## config.mk

```make
export PLATFORM = sky130hd
export DESIGN_NAME = gshare_dir_pred
export DESIGN_NICKNAME = d
export VERILOG_FILES = /design/src/rtl/gshare_dir_pred.sv
export SDC_FILE = /design/constraint.sdc
export NUM_CORES = 1
export LEC_CHECK = 0
export CORE_ASPECT_RATIO = 0.5
export CORE_UTILIZATION = 30
export DETAILED_ROUTE_END_ITERATION = 7
export DONT_BUFFER_PORTS = 1
export PLACE_DENSITY = 0.49
export SYNTH_ARGS = -nofsm -noshare
export SYNTH_HDL_FRONTEND = slang
export SYNTH_SLANG_ARGS = --single-unit
```

## constraint.sdc

```tcl
create_clock -name clk -period 5.74 [get_ports clk]
set_input_delay 0.861 -clock clk [delete_from_list [all_inputs] [get_ports clk]]
set_output_delay 0.861 -clock clk [all_outputs]
set_load 0.005 [all_outputs]
```

## src/rtl/gshare_dir_pred.sv

```systemverilog
module gshare_dir_pred #(
  parameter int HIST_W = 8,
  parameter int PC_W   = 32,
  parameter int OFS_W  = 2
) (
  input  logic              clk,
  input  logic              rst_n,
  input  logic [PC_W-1:0]   lk_pc,
  output logic [HIST_W-1:0] lk_idx,
  output logic              lk_taken,
  input  logic              up_valid,
  input  logic [HIST_W-1:0] up_idx,
  input  logic              up_taken
);
  localparam int ENTRIES = 1 << HIST_W;

  logic [HIST_W-1:0] hist_q;
  logic [1:0]        ctr_q [ENTRIES];
  logic [1:0]        ctr_cur, ctr_nxt;

  assign lk_idx   = lk_pc[HIST_W+OFS_W-1:OFS_W] ^ hist_q;
  assign lk_taken = ctr_q[lk_idx][1];
  assign ctr_cur  = ctr_q[up_idx];

  always_comb begin
    ctr_nxt = ctr_cur;
    if (up_taken && ctr_cur != 2'b11) ctr_nxt = ctr_cur + 2'd1;
    else if (!up_taken && ctr_cur != 2'b00) ctr_nxt = ctr_cur - 2'd1;
  end

  always_ff @(posedge clk or negedge rst_n) begin
    if (!rst_n) begin
      hist_q <= '0;
      for (int i = 0; i < ENTRIES; i++) ctr_q[i] <= 2'b00;
    end else if (up_valid) begin
      hist_q         <= {hist_q[HIST_W-2:0], up_taken};
      ctr_q[up_idx]  <= ctr_nxt;
    end
  end
endmodule


```

==> flow_summary.json, run 1 <==
{
  "final_cell_mix": "662 x nor2_1, 605 x nand2_1, 520 x dfrtp_1",
  "fmax_mhz": 194,
  "crit_arrival_ns": 4.30,
  "fin_area_um2": 35800,
  "drt-initial-drc-count": 4161,
  "cts_setup_buffers": 0,
  "swShare_pct": 32.2,
  "whs_ns": 0.0508,
  "crit_path_start_kind": "flop",
  "place_area_um2": 33600,
  "syn_inst": 3719,
  "overflow": 0,
  "core_um2": 106000,
  "setup_viol": 0,
  "crit_path_cell_trace": "xor2_4, buf_12, buf_4, mux4_2, a22o_1, a221oi_1, o22ai_1, o311ai_0, nand4_1",
  "die_area_um2": 109000,
  "port_buffers": 0,
  "vias": 30600,
  "synthDistinctLibCells": 64,
  "relSlewSlack_pct": -9.22,
  "clk_pin_slew_ns": 0.07,
  "antenna_cells": 0,
  "layout_commonest_cell": "nor2_1",
  "grt_pass1_wl_mm": 202,
  "htree_levels": 2,
  "drcViolationCount": 0,
  "ir_worst_vdd_v": 0.000203,
  "p_int_mw": 6.97,
  "area.growth.synth_to_final_pct": 11.1,
  "die_y_um": 234,
  "fin_setup_tns_ns": 0,
  "antenna_found_initial": 4,
  "critical_path_class": "flop to primary output",
  "fin_skew_ns": 0.0202,
  "synth-seq-area-share_pct": 40.4,
  "status": "complete, but fails checks",
  "p_seq_share_pct": 40.7,
  "synth_nets": 3765,
  "clock_power_share_pct": 39.0,
  "rsz0062_at_grt": "no",
  "drt_first_pass_iters": 5,
  "n_fill_cell": 11000,
  "clockRootBuffer": "clkbuf_16",
  "timing.final.crit_share_pct": 89.9,
  "clkSinkCount": 520,
  "ant_nets": 0,
  "worstPathRequired_ns": 4.88,
  "wl_mm": 138,
  "p_sw_mw": 3.30,
  "rr_endpoint": "ctr_q[94]",
  "fin_crit_ns": 5.16,
  "crit_path_max_fanout": 16,
  "clk_latency_ns": 0.65,
  "synth_area_um2": 32200,
  "synth-async-reset-ratio_pct": 100,
  "syn_area_per_cell_um2": 8.66,
  "power_leakage_nw": 13.2,
  "hold_violations": 0,
  "hold_path_class": "input pin to async pin",
  "cpPeakStageDelay_ns": 0.57,
  "yosys_warnings": 0,
  "ctsResizeCount": 0,
  "yosys_most_used_dff": "dfrtp_1",
  "grt_max_degree": 521,
  "violations": "slew limit",
  "grtUsageTotal_pct": 24.7,
  "combPwrFrac_pct": 20.4,
  "worst_r2r_path_depth": 9,
  "drive_gt1_share_pct": 12.1,
  "cp_top_family": "compound AO/OA/AOI/OAI gates",
  "place_ws_ns": 0.755,
  "clk_path_buf_depth": 3,
  "die_w_um": 465,
  "gp_congestion": 0.882,
  "endpoint_kind": "primary output",
  "cap_violations": 0,
  "fin_ws_ns": 0.578,
  "fin_nets": 3545,
  "finalPower_mw": 10.3,
  "power.density_nw_per_um2": 287,
  "cts_tree": "built",
  "pin_count": 53,
  "hpwl_mm": 79.0,
  "worst_slew_pin_slew_ns": 1.64,
  "synth-edff-count": 0,
  "avgRoutedWirePerCell_um": 27.7,
  "slew_violations": 121,
  "numCtsBuffers": 57,
  "crit_buf_inv": 2,
  "ys_seq_elements": 520,
  "rrSetupSlack_ns": 1.35,
  "timing.rr.start": "ctr_q[66]",
  "grt_pass1_vias": 28900,
  "start_util_pct": 30.5,
  "routed_via_density": 6.15,
  "critPathSlowestCell": "mux4_2",
  "num_rows": 84
}
synthesized netlist by cell type (all sizes together) (3+ instances only):
cell	count	area, µm²
a2111oi	3	45.1
a211oi	10	80.1
a21oi	51	255
a221oi	13	114
a22o	15	131
a22oi	35	263
a31oi	219	1370
a41oi	6	52.6
and2	3	18.8
and3	6	37.5
buf	123	684
clkbuf	283	1060
dfrtp	520	13000
inv	10	37.5
mux2	11	124
mux2i	73	731
mux4	164	3690
nand2	607	2280
nand2b	6	37.5
nand3	67	335
nand4	263	1650
nand4bb	4	45.0
nor2	676	2540
nor2b	9	56.3
nor3	96	485
nor3b	5	42.5
nor4	3	18.8
o211ai	258	1940
o21ai	128	641
o22ai	11	68.8
o311ai	4	35.0
xnor2	5	43.8
xor2	3	26.3
worst register-to-register path: cells and delay by family (launching register included):
family / cells / cell delay (ns)
compound gates: 3 / 0.63
buf+inv: 2 / 1.63
flops: 1 / 0.38
mux: 2 / 1.15
simple gates: 2 / 0.52
power groups by stage:
stage                     registers, mW  clock network (mW)  logic [mW]
after floorplan                    4.15                   0        1.34
after global placement             4.22                   0        1.99
after detailed placement           4.24                   0        2.01
after CTS                          4.17                4.06        2.01
after global routing               4.21                4.20        2.20
final                              4.18                4.00        2.09
state kept, by name, summed over array words and instances, names as in the netlist:
name    cells
ctr_q     512
hist_q      8
how the worst max path moves through the flow:
stage / slack [ns] / end / startpoint / depth (start not counted)
4_1_cts: 0.57 / lk_taken / hist_q[0] / 9
3_5_place_dp: 0.75 / ctr_q[502] / up_idx[0] / 13
3_3_place_gp: 0.79 / ctr_q[228] / up_idx[0] / 13
5_1_grt: 0.37 / lk_taken / hist_q[0] / 9
2_1_floorplan: 1.10 / ctr_q[22] / up_idx[0] / 20
6_report: 0.58 / lk_taken / hist_q[0] / 9
final cells by class:
type	count	area, µm²	area share [%]
clock inverter	24	279	0.780
multi-input combinational	2782	17600	49.3
clock buffer	84	1690	4.72
sequential	520	13000	36.4
inverter	11	41.3	0.115
timing repair buffer	127	1340	3.76
tap	1419	1780	4.96
routing by layer:
layer	global-route usage, %	up-vias	part of all wire [%]	wire length (µm)
met5	0	-	0.020	27
met2	36.3	1505	43	59400
met4	9.77	4	4.0	5570
li1	-	13200	-	-
met1	35.0	15600	43	59400
met3	5.44	275	9.6	13300
cell families after synthesis:
| group | synth area share [%] |
|---|---|
| compound gates | 15.9 |
| xor+xnor | 0.218 |
| fa+ha+maj | 0.0777 |
| buf+inv | 5.55 |
| flops | 40.4 |
| mux | 14.1 |
| simple gates | 23.7 |
per-stage QoR:
step | std cells | utilization, %
2_1_floorplan | 3719 | -
3_3_place_gp | 4846 | 31.8
3_5_place_dp | 4846 | 31.8
4_1_cts | 4954 | 33.7
5_1_grt | 4967 | 33.8
6_report | 4967 | 33.8
No activity file was read; power rests on OpenSTA's default activity.
==> run 2: changes to the inputs <==
- RECOVER_POWER: unset -> 25
- REMOVE_ABC_BUFFERS: unset -> 1
==> run 2 against run 1 <==
Effect of this change:
- the run ends with capacitance limit, slew limit left
- worst setup slack gained 0.092 ns
- global-route usage shrank 0.14 points
- final area shrank 0.42%
- maximum frequency grew 1.8%
- power grew 0.49%
- utilization shrank 0.14 points
- flip-flop and latch count is the same
- die area is the same
- sequential power is essentially flat
- register-to-register slack lost 0.24 ns
- worst hold slack gained 0.018 ns
- critical path type unchanged
- critical endpoint unchanged
- highest routed layer unchanged
==> flow_summary.json, run 2 (synthesis gave the netlist of run 1 again) <==
{
  "pin_count": 53,
  "hpwl_mm": 78.7,
  "largestRegisters": "ctr_q x512, hist_q x8",
  "ctsResizeCount": 0,
  "critical_path_class": "flop to primary output",
  "crit_path_start_kind": "flop",
  "worst_slew_pin_slew_ns": 2.01,
  "slew_violations": 34,
  "crit_path_start": "hist_q[0]",
  "placedCellCount": 4841,
  "hold_path_class": "input pin to async pin",
  "hold_violations": 0,
  "largest_reg_flops": 512,
  "grt_pass1_vias": 29300,
  "crit_buf_inv": 1,
  "clk_latency_ns": 0.66,
  "critPathSlowestCell": "a221oi_1",
  "numCtsBuffers": 57,
  "relSlewSlack_pct": -33.8,
  "worstPathRequired_ns": 4.88,
  "clkSinkCount": 520,
  "crit_path_cell_trace": "xor2_4, buf_12, mux4_2, a22o_1, a221oi_1, o22ai_1, o311ai_0, nand4_1",
  "setup_viol": 0,
  "status": "complete, but fails checks",
  "die_area_um2": 109000,
  "timing.final.crit_share_pct": 88.3,
  "fin_area_um2": 35600,
  "antenna_found_initial": 3,
  "drcViolationCount": 0,
  "place_area_um2": 33500,
  "avgRoutedWirePerCell_um": 27.6,
  "overflow": 0,
  "fin_crit_ns": 5.07,
  "cpPeakStageDelay_ns": 0.73,
  "final_cell_mix": "664 x nor2_1, 605 x nand2_1, 520 x dfrtp_1",
  "start_util_pct": 30.5,
  "cp_top_family": "compound AO/OA/AOI/OAI gates",
  "crit_arrival_ns": 4.21,
  "htree_levels": 2,
  "vias": 30600,
  "area.growth.synth_to_final_pct": 10.6,
  "core_um2": 106000,
  "ir_worst_vdd_v": 0.000192,
  "clockRootBuffer": "clkbuf_16",
  "grtUsageTotal_pct": 24.5,
  "cts_setup_buffers": 0,
  "place_ws_ns": 0.646,
  "clk_pin_slew_ns": 0.07,
  "wl_mm": 137,
  "ant_nets": 0,
  "drt-met1-wl_mm": 58.7,
  "violations": "capacitance limit, slew limit",
  "largest-register": "ctr_q",
  "grt_max_degree": 521,
  "crit_path_max_fanout": 42,
  "n_fill_cell": 10900,
  "antenna_cells": 0,
  "num_rows": 84,
  "dr_wl_met2_mm": 59.1,
  "power.density_nw_per_um2": 290,
  "power_leakage_nw": 13.1,
  "die_y_um": 234,
  "fin_nets": 3532,
  "fin_ws_ns": 0.670,
  "drt_first_pass_iters": 5,
  "fmax_mhz": 197,
  "gp_congestion": 0.925,
  "rsz0062_at_grt": "no",
  "die_w_um": 465,
  "wl_met3_mm": 13.9,
  "fin_setup_tns_ns": 0,
  "drive_gt1_share_pct": 12.0,
  "clk_path_buf_depth": 3,
  "drt-initial-drc-count": 3802,
  "grt_pass1_wl_mm": 201,
  "routed_via_density": 6.17,
  "endpoint_kind": "primary output",
  "cap_violations": 1,
  "port_buffers": 0,
  "instances_no_fill": 4953,
  "fin_skew_ns": 0.0377,
  "cts_tree": "built",
  "layout_commonest_cell": "nor2_1",
  "maxUsedRoutingLayer": "met5",
  "timing.rr.start": "ctr_q[506]"
}
## run 2: power breakdown
part | switching, mW | total (mW) | internal, mW
combinational | 1.36 | 2.04 | 0.680
clock | 1.70 | 4.11 | 2.41
sequential | 0.210 | 4.17 | 3.96
total | 3.28 | 10.3 | 7.05
## run 2: worst reg2reg max path, stage by stage (launching register included)
cell and delay [ns]:
dfrtp_1 0.39, mux4_2 0.50, a2bb2oi_1 0.16, nand4_1 0.32
nand4_1 0.40, a2111oi_4 0.56, buf_4 0.81, buf_12 0.76
nand4_1 0.44, o211ai_1 0.19
## run 2: stage by stage
step	utilization [%]	total power, mW	hold WS, ns
after detailed placement	31.7	6.21	0.481
after floorplan	-	5.34	0.461
after global placement	31.7	6.18	0.476
final	33.7	10.3	0.0685
after CTS	33.6	10.3	-0.0885
after global routing	33.7	10.6	-0.000580
## run 2: per-layer routing
| metal | track usage [%] | vias up |
|---|---|---|
| li1 | - | 13200 |
| met1 | 34.4 | 15600 |
| met2 | 36.6 | 1553 |
| met3 | 5.91 | 272 |
| met4 | 8.75 | 4 |
| met5 | 0 | - |
## run 2: path summary, 6_finish.rpt
kind	depth (start not counted)	slack, ns	end
min in group clk	1	0.35	hist_q[0]
worst min-delay path	0	0.07	ctr_q[94]
worst max register to register	9	1.11	ctr_q[500]
max in group asynchronous	1	3.71	ctr_q[66]
worst min register to register	2	0.49	ctr_q[144]
worst max-delay path	8	0.67	lk_taken
## run 2: cell type report
class	count	area [µm²]	area share, %
multi-input combinational	2782	17600	49.5
sequential	520	13000	36.5
tap	1419	1780	4.98
clock buffer	84	1740	4.88
timing repair buffer	114	1140	3.19
clock inverter	23	297	0.832
inverter	11	41.3	0.116
